## config.mk

```make
export PLATFORM = sky130hd
export DESIGN_NAME = hpt_walker
export DESIGN_NICKNAME = d
export VERILOG_FILES = /design/src/rtl/hpt_pkg.sv /design/src/rtl/hpt_segregs.sv /design/src/rtl/hpt_hash.sv /design/src/rtl/hpt_match.sv /design/src/rtl/hpt_walker.sv
export SDC_FILE = /design/constraint.sdc
export NUM_CORES = 1
export LEC_CHECK = 0
export ABC_AREA = 1
export CAP_MARGIN = 20
export CORE_UTILIZATION = 55
export CTS_BUF_LIST = sky130_fd_sc_hd__clkbuf_16
export DETAILED_ROUTE_END_ITERATION = 7
export PLACE_DENSITY = 0.76
export SYNTH_ARGS = -nofsm -noshare
export SYNTH_HDL_FRONTEND = slang
export SYNTH_SLANG_ARGS = --single-unit
export TNS_END_PERCENT = 30
```

## constraint.sdc

```tcl
create_clock -name clk -period 2.1 [get_ports clk]
set_input_delay 0.21 -clock clk [delete_from_list [all_inputs] [get_ports clk]]
set_output_delay 0.21 -clock clk [all_outputs]
set_load 0.05 [all_outputs]
```

## src/rtl/hpt_pkg.sv

```systemverilog
package hpt_pkg;

   typedef enum logic [0:0] {
      WALK_IDLE = 1'b0,
      WALK_SCAN = 1'b1
   } walk_state_e;

   typedef enum logic [0:0] {
      PASS_PRIMARY  = 1'b0,
      PASS_OVERFLOW = 1'b1
   } walk_pass_e;

endpackage

```

## src/rtl/hpt_segregs.sv

```systemverilog
module hpt_segregs #(
   parameter int SEG_BITS = 4,
   parameter int VSID_W   = 24
) (
   input  logic                clk,
   input  logic                rst_n,
   input  logic                wr_en,
   input  logic [SEG_BITS-1:0] wr_idx,
   input  logic [VSID_W-1:0]   wr_vsid,
   input  logic [SEG_BITS-1:0] rd_idx,
   output logic [VSID_W-1:0]   rd_vsid
);
   localparam int NUM = 1 << SEG_BITS;

   logic [VSID_W-1:0] regs [NUM];

   for (genvar g = 0; g < NUM; g++) begin : g_seg
      always_ff @(posedge clk or negedge rst_n) begin
         if (!rst_n)
            regs[g] <= '0;
         else if (wr_en && wr_idx == SEG_BITS'(g))
            regs[g] <= wr_vsid;
      end
   end

   assign rd_vsid = regs[rd_idx];
endmodule

```

## src/rtl/hpt_hash.sv

```systemverilog
module hpt_hash #(
   parameter int VSID_W = 24,
   parameter int PIDX_W = 16,
   parameter int HASH_W = 19,
   parameter int AW     = 32,
   parameter int IDX_W  = 3,
   parameter int ENT_SH = 3
) (
   input  logic [VSID_W-1:0] vsid,
   input  logic [PIDX_W-1:0] pidx,
   input  logic              overflow,
   input  logic [AW-1:0]     base,
   input  logic [HASH_W-1:0] mask,
   input  logic [IDX_W-1:0]  slot,
   output logic [AW-1:0]     addr
);
   localparam int BKT_SH = IDX_W + ENT_SH;

   logic [HASH_W-1:0] h_pri;
   logic [HASH_W-1:0] h_sel;
   logic [HASH_W-1:0] h_msk;

   always_comb begin
      h_pri = vsid[HASH_W-1:0] ^ HASH_W'(pidx);
      h_sel = overflow ? ~h_pri : h_pri;
      h_msk = h_sel & mask;
      addr  = base | (AW'(h_msk) << BKT_SH) | (AW'(slot) << ENT_SH);
   end
endmodule

```

## src/rtl/hpt_match.sv

```systemverilog
module hpt_match #(
   parameter int PTE_W  = 64,
   parameter int VSID_W = 24,
   parameter int API_W  = 6,
   parameter int PPN_W  = 20
) (
   input  logic [PTE_W-1:0]  pte,
   input  logic [VSID_W-1:0] vsid,
   input  logic [API_W-1:0]  api,
   input  logic              overflow,
   output logic              match,
   output logic [PPN_W-1:0]  ppn
);
   localparam int V_BIT    = PTE_W - 1;
   localparam int VSID_LSB = V_BIT - VSID_W;
   localparam int H_BIT    = VSID_LSB - 1;
   localparam int API_LSB  = H_BIT - API_W;
   localparam int PPN_LSB  = API_LSB - PPN_W;

   logic hk_unused;

   if (PPN_LSB > 0) begin : g_hk
      assign hk_unused = ^pte[PPN_LSB-1:0];
   end else begin : g_no_hk
      assign hk_unused = 1'b0;
   end

   assign match = pte[V_BIT]
                & (pte[V_BIT-1:VSID_LSB] == vsid)
                & (pte[H_BIT] == overflow)
                & (pte[H_BIT-1:API_LSB] == api);
   assign ppn   = pte[API_LSB-1:PPN_LSB];
endmodule

```

## src/rtl/hpt_walker.sv

```systemverilog
module hpt_walker
   import hpt_pkg::*;
#(
   parameter int LA_W        = 32,
   parameter int OFF_W       = 12,
   parameter int SEG_BITS    = 4,
   parameter int VSID_W      = 24,
   parameter int API_W       = 6,
   parameter int PPN_W       = 20,
   parameter int HASH_W      = 19,
   parameter int PTE_W       = 64,
   parameter int BKT_ENTRIES = 8,
   parameter int MEM_AW      = 32
) (
   input  logic                 clk,
   input  logic                 rst_n,
   input  logic                 sr_we,
   input  logic [SEG_BITS-1:0]  sr_idx,
   input  logic [VSID_W-1:0]    sr_wdata,
   input  logic [MEM_AW-1:0]    tbl_base,
   input  logic [HASH_W-1:0]    tbl_mask,
   input  logic                 req_valid,
   output logic                 req_ready,
   input  logic [LA_W-1:0]      req_laddr,
   output logic                 mem_rd_en,
   output logic [MEM_AW-1:0]    mem_addr,
   input  logic [PTE_W-1:0]     mem_rdata,
   output logic                 done,
   output logic                 hit,
   output logic                 miss,
   output logic [PPN_W+OFF_W-1:0] paddr
);
   localparam int PIDX_W = LA_W - SEG_BITS - OFF_W;
   localparam int IDX_W  = $clog2(BKT_ENTRIES);
   localparam int CNT_W  = IDX_W + 1;
   localparam int ENT_SH = $clog2(PTE_W / 8);
   localparam int PA_W   = PPN_W + OFF_W;
   localparam logic [IDX_W-1:0] LAST_SLOT = IDX_W'(BKT_ENTRIES - 1);

   initial begin : elab_checks
      assert (HASH_W >= PIDX_W && HASH_W <= VSID_W)
         else $error("hash width must lie between page index and VSID widths");
      assert (API_W <= PIDX_W)
         else $error("abbreviated index wider than page index");
      assert ((1 << IDX_W) == BKT_ENTRIES)
         else $error("bucket entry count must be a power of two");
      assert (PTE_W >= 1 + VSID_W + 1 + API_W + PPN_W)
         else $error("entry too narrow for its fields");
   end

   walk_state_e          state_q;
   walk_pass_e           pass_q;
   logic [VSID_W-1:0]    vsid_q;
   logic [PIDX_W-1:0]    pidx_q;
   logic [OFF_W-1:0]     off_q;
   logic [CNT_W-1:0]     iss_cnt_q;
   logic                 chk_vld_q;
   logic [IDX_W-1:0]     chk_idx_q;
   logic                 done_q;
   logic                 hit_q;
   logic                 miss_q;
   logic [PPN_W-1:0]     ppn_q;

   logic [VSID_W-1:0]    seg_vsid;
   logic                 ent_match;
   logic [PPN_W-1:0]     ent_ppn;
   logic                 accept;
   logic                 overflow;

   hpt_segregs #(
      .SEG_BITS (SEG_BITS),
      .VSID_W   (VSID_W)
   ) u_segregs (
      .clk     (clk),
      .rst_n   (rst_n),
      .wr_en   (sr_we),
      .wr_idx  (sr_idx),
      .wr_vsid (sr_wdata),
      .rd_idx  (req_laddr[LA_W-1 -: SEG_BITS]),
      .rd_vsid (seg_vsid)
   );

   assign overflow = (pass_q == PASS_OVERFLOW);

   hpt_hash #(
      .VSID_W (VSID_W),
      .PIDX_W (PIDX_W),
      .HASH_W (HASH_W),
      .AW     (MEM_AW),
      .IDX_W  (IDX_W),
      .ENT_SH (ENT_SH)
   ) u_hash (
      .vsid     (vsid_q),
      .pidx     (pidx_q),
      .overflow (overflow),
      .base     (tbl_base),
      .mask     (tbl_mask),
      .slot     (iss_cnt_q[IDX_W-1:0]),
      .addr     (mem_addr)
   );

   hpt_match #(
      .PTE_W  (PTE_W),
      .VSID_W (VSID_W),
      .API_W  (API_W),
      .PPN_W  (PPN_W)
   ) u_match (
      .pte      (mem_rdata),
      .vsid     (vsid_q),
      .api      (pidx_q[PIDX_W-1 -: API_W]),
      .overflow (overflow),
      .match    (ent_match),
      .ppn      (ent_ppn)
   );

   assign req_ready = (state_q == WALK_IDLE);
   assign accept    = req_ready & req_valid;
   assign mem_rd_en = (state_q == WALK_SCAN) && (iss_cnt_q < CNT_W'(BKT_ENTRIES));

   always_ff @(posedge clk or negedge rst_n) begin
      if (!rst_n) begin
         state_q   <= WALK_IDLE;
         pass_q    <= PASS_PRIMARY;
         vsid_q    <= '0;
         pidx_q    <= '0;
         off_q     <= '0;
         iss_cnt_q <= '0;
         chk_vld_q <= 1'b0;
         chk_idx_q <= '0;
         done_q    <= 1'b0;
         hit_q     <= 1'b0;
         miss_q    <= 1'b0;
         ppn_q     <= '0;
      end else begin
         done_q <= 1'b0;
         unique case (state_q)
            WALK_IDLE: begin
               if (accept) begin
                  state_q   <= WALK_SCAN;
                  pass_q    <= PASS_PRIMARY;
                  vsid_q    <= seg_vsid;
                  pidx_q    <= req_laddr[OFF_W +: PIDX_W];
                  off_q     <= req_laddr[OFF_W-1:0];
                  iss_cnt_q <= '0;
                  chk_vld_q <= 1'b0;
                  hit_q     <= 1'b0;
                  miss_q    <= 1'b0;
               end
            end
            WALK_SCAN: begin
               if (mem_rd_en)
                  iss_cnt_q <= iss_cnt_q + 1'b1;
               chk_vld_q <= mem_rd_en;
               chk_idx_q <= iss_cnt_q[IDX_W-1:0];
               if (chk_vld_q) begin
                  if (ent_match) begin
                     state_q <= WALK_IDLE;
                     done_q  <= 1'b1;
                     hit_q   <= 1'b1;
                     ppn_q   <= ent_ppn;
                  end else if (chk_idx_q == LAST_SLOT) begin
                     if (pass_q == PASS_PRIMARY) begin
                        pass_q    <= PASS_OVERFLOW;
                        iss_cnt_q <= '0;
                        chk_vld_q <= 1'b0;
                     end else begin
                        state_q <= WALK_IDLE;
                        done_q  <= 1'b1;
                        miss_q  <= 1'b1;
                     end
                  end
               end
            end
            default: state_q <= WALK_IDLE;
         endcase
      end
   end

   assign done  = done_q;
   assign hit   = hit_q;
   assign miss  = miss_q;
   assign paddr = hit_q ? {ppn_q, off_q} : PA_W'(0);
endmodule

```

# Word-level counts from Yosys, hierarchy flattened
# Cells that the tools add are included.
[classes] reduce_logical=23 eq_ne=25 mux=41 n_bitwise=11 n_lt_le_gt_ge=2 n_addsub=1
[ops] op="$bmux 24 s4" count=1
[ops] op="$mux 24" count=2
[ops] op="$eq 4x4->1 const B" count=8
[ops] op="$mux 32" count=1
[ops] op="$or 32x25->32" count=1
[ops] op="$or 32x6->32" count=1
[ops] op="$eq 24x24->1" count=1
[ops] op="$mux 1" count=24
[ops] op="$mux 4" count=6
[ops] op="$and 19x19->19" count=1
[ops] op="$mux 19" count=1
[ops] op="$not 19->19" count=1
[ops] op="$xor 19x16->19" count=1
[ops] op="$logic_and 1x1->1" count=17
[ops] op="$eq 4x3->1 const B" count=4
[ops] op="$ne 2x1->1 const B" count=5
[ops] op="$pmux 1 s2" count=5
[ops] op="$eq 4x2->1 const B" count=2
[ops] op="$pmux 4 s2" count=1
[ops] op="$eq 6x6->1" count=1
[ops] op="$reduce_and 3->1" count=2
[ops] op="$ge 5x5->1 const B" count=1
[ops] op="$not 4->5" count=1
[ops] op="$reduce_and 5->1" count=1
[ops] op="11 further kinds" count=14
[word_totals] wordCells=131 output_inout_bits=69 register_bits=469

# Depth between registers and ports, before layout
[logic_depth] ltp_word=8 mapped_depth=12 ltp_nobuf=12

# By module
# From an unflattened synthesis, not the netlist that was laid out.
[hier_totals] cells_unflattened=3321 hier_area_um2=24063.1
[modules_own_cells] mod="hpt_segregs" n_inst=1 cells_each=2500 area_each_um2=18818.0 seq_area_each_um2=9609.2
[modules_own_cells] mod="hpt_walker" n_inst=1 cells_each=447 area_each_um2=3647.2 seq_area_each_um2=2127.0
[modules_own_cells] mod="hpt_hash" n_inst=1 cells_each=186 area_each_um2=809.5 seq_area_each_um2=0.0
[modules_own_cells] mod="hpt_match" n_inst=1 cells_each=188 area_each_um2=788.3 seq_area_each_um2=0.0

# Worst setup path before layout
# No wires, ideal clock.
[synth_timing] path_type="flip-flop to output port" start="register pass_q (netlist: overflow)" end="output port mem_addr[10]" setup_slack_ps=273 stages_incl_launch_ff=5 n_path_buf=1 arrival_time_ps=1617 path_cell_list="dfrtp_1 > buf_2 > xor2_1 > nor2_1 > o21bai_1"
[synth_via] elab_chain_len=4
[synth_lines] element="start, declared" line="hpt_walker.sv:52" rtl="walk_pass_e pass_q;"
[synth_lines] element="start signal, assigned" line="hpt_walker.sv:123" rtl="pass_q <= PASS_PRIMARY;"
[synth_lines] element="start signal, assigned" line="hpt_walker.sv:140" rtl="pass_q <= PASS_PRIMARY;"
[synth_lines] element="start signal, assigned" line="hpt_walker.sv:163" rtl="pass_q <= PASS_OVERFLOW;"
[synth_lines] element="$mux 19" line="hpt_hash.sv:25" rtl="h_sel = overflow ? ~h_pri : h_pri;"
[synth_lines] element="$and 19x19->19" line="hpt_hash.sv:26" rtl="h_msk = h_sel & mask;"
[synth_lines] element="$or 32x25->32" line="hpt_hash.sv:27" rtl="addr = base | (AW'(h_msk) << BKT_SH) | (AW'(slot) << ENT_SH);"
[synth_lines] element="$or 32x6->32" line="hpt_hash.sv:27"
[synth_lines] element="end, declared" line="hpt_walker.sv:26" rtl="output logic [MEM_AW-1:0] mem_addr,"
# Every way passes these cells.

# Final worst setup path
[layout_timing] start="register pass_q (netlist: overflow)" end="output port mem_addr[7]"
# Same word-level chain as after synthesis.

==> metrics.cfg <==
[outcome]
status = complete, but fails checks
violations = negative setup slack

[logic_synthesis]
yosys.area.top_type = dfrtp_1
ys_seq_area_share_pct = 53.25
synth_top_area_share_pct = 53.25
synth_area_um2 = 22040
synthFlopType = dfrtp_1
synth-edff-count = 0
syn_inst = 2819
synth.area.top_cells = dfrtp_1 53%, nand2_1 15%, o21ai_0 9.0%, nor2_1 4.4%, a21oi_1 3.3%
avgSynthCellArea_um2 = 7.818
synthArstFlopShare_pct = 100.0
synth_seq_cells = 469
synth.distinct_cells = 28
yosys_warnings = 0
syn_nets = 2999

[layout]
drive_above_1_share_pct = 8.736
final_area_um2 = 27000
layout_common_cells = 886 x nand2_1, 468 x dfrtp_1, 395 x o21ai_0
final_cells = 3519
final_common_cell = nand2_1
layout.nets = 3143
area_delta_synth_final_pct = 22.51

[routing]
wl_per_cell_um = 18.21
postRouteAntennaNets = 0
avgViaCountPerCell = 5.617
routed_wl_um = 64070
vias = 19770
firstDrtPassIters = 6
drtIter0Drc = 2243
drc = 0

[global_routing]
grt_max_degree = 90
grt_overflow = 0
grt.total_usage_pct = 31.83
antenna_found_initial = 2
grt_pass1_wl_um = 102700
grt_pass1_vias = 19160

[timing]
setup_viol_count_final = 7
worst_pin_slew_ps = 569.8
fin_crit_sh_pct = 103.2
skew_ps = 28.97
slew_violations = 0
max_clock_freq_mhz = 461.5
final.min_clock_period_ps = 2167
worst_slack_ps = -66.80
rsz0062_at_grt = true
hold_viol = 0
slew_headroom_pct = 61.89
fin_setup_tns_ps = -189.2

[floorplanning]
initial_utilization_pct = 56.37
die_area_um2 = 40870
rows = 72
die_height_um = 202.2
fp.coreArea_um2 = 39100
die_w_um = 202.2
io_pins = 248

[worst_setup_path]
r2r_setup_slack_ps = 290
crit_type = flip-flop to primary output
arrival_ps = 1960
required_ps = 1890
rr_startpoint = overflow
cp-start-kind = flip-flop
reg2reg_to = ppn_q[0]
critPathMaxFanout = 18
endpoint_kind = primary output
rr_worst_depth = 13

[clocking]
numClockSinks = 469
clk_latency_ps = 600
cts_root_buf = clkbuf_16
cts_buffer_depth = 3
clk_pin_slew_ps = 60
cts_buffers = 48
htree_levels = 2
cts_tree = done

[placement]
port-buffer-count = 215
placed_cells = 3429
postPlaceCellArea_um2 = 25440
pre_cts_ws_ps = 85.65
gp_congestion = 0.9182
dpl.hpwl_um = 40760

[power]
power_frac_comb_pct = 25.3
cellLeakagePower_uw = 0.01305
fin_total_pwr_uw = 27440
pwr-share-clk_pct = 29.0
ir_drop_v = 0.0007034
seqPwrFrac_pct = 45.8
internal-power_uw = 18420
power_switching_uw = 9019
power_density_nw_per_um2 = 1016
swShare_pct = 32.87

[worst_hold_path]
worstHoldPathType = input port to asynchronous set/reset pin

[run]
maxCapViolCount = 0

Yosys cell counts (17+ instances only):
cell and number:
a21oi_1 147, buf_2 74, clkbuf_1 106, dfrtp_1 469, inv_1 160, inv_2 17, nand2_1 889, nand3_1 80
nor2_1 259, o211ai_1 31, o21ai_0 395, o21ai_1 81, o31ai_1 24
flip-flops by register name, indices dropped and copies added, names as in the netlist:
register	cells
u_segregs.regs	384
vsid_q	24
ppn_q	20
pidx_q	16
off_q	12
iss_cnt_q	4
chk_idx_q	3
chk_vld_q	1
done	1
hit	1
miss	1
overflow	1
state_q	1
cells by family (layout without fill, tap and decap cells):
family	Yosys count	count (layout)	synth area share, %
and+or+nand+nor	1239	1239	21.67
adders and majority gates	1	1	0.05676
buffers and inverters	390	570	7.420
xor gates and xnor gates	22	22	0.8743
other	0	2	0
AOI/OAI and AO/OA	698	698	16.73
DFF	469	469	53.25
how the worst max path moves through the flow:
stage | startpoint | to | slack [ps]
CTS | overflow | mem_addr[7] | -90
detailed placement | mem_rdata[44] | ppn_q[0] | 90
floorplan | overflow | mem_addr[10] | 270
finish | overflow | mem_addr[7] | -70
global route | overflow | mem_addr[7] | -130
global placement | req_laddr[30] | vsid_q[22] | 120
critical path, cell delays in order, from the launching register on:
cell and delay (ps):
dfrtp_2 430, buf_12 170, xor2_1 160, buf_4 170, nand2_2 60, nand2_2 40
o21bai_2 170, buf_12 160
final cells by class:
cell class,instances,area (um2)
repair buffers,306,3690
clock inverters,38,249.0
multi-input cells,1960,8798
clock buffers,48,1201
fillers,3074,12100
flip-flops and latches,469,11740
well taps,518,648.1
inverters,178,670.6
diodes,2,5.005
what timing repair did:
item | 4_1_cts | 5_1_grt
endpoints found under the setup margin | 19 | 15
hold endpoints to repair | 221 | 0
gates cloned | 0 | 0
gates resized for setup | 22 | 4
hold buffers | 1 | 0
pin swaps | 3 | 3
setup buffers | 1 | 0
per-stage QoR:
stage / hold slack, ps / util (%)
2_1_floorplan: -85.59 / -
3_3_place_gp: 153.9 / 65.07
6_report: 160.3 / 69.06
5_1_grt: 166.2 / 69.06
3_5_place_dp: 159.7 / 65.07
4_1_cts: 143.5 / 69.01
routing by layer:
metal	up-vias	track usage [%]	wire, um
met4	0	12.94	2165
li1	9312	-	-
met3	133	5.224	5254
met2	882	52.77	30680
met5	-	0	0
met1	9438	41.79	25960
power by group through the flow:
stage | Combinational [uW] | Clock [uW] | Sequential [uW]
detailed placement | 6730 | 0 | 12600
global placement | 6510 | 0 | 12500
global route | 7810 | 8410 | 12800
CTS | 6920 | 8060 | 12500
floorplan | 4420 | 0 | 12300
finish | 6930 | 7950 | 12600
(Power assumes the default switching activity.)
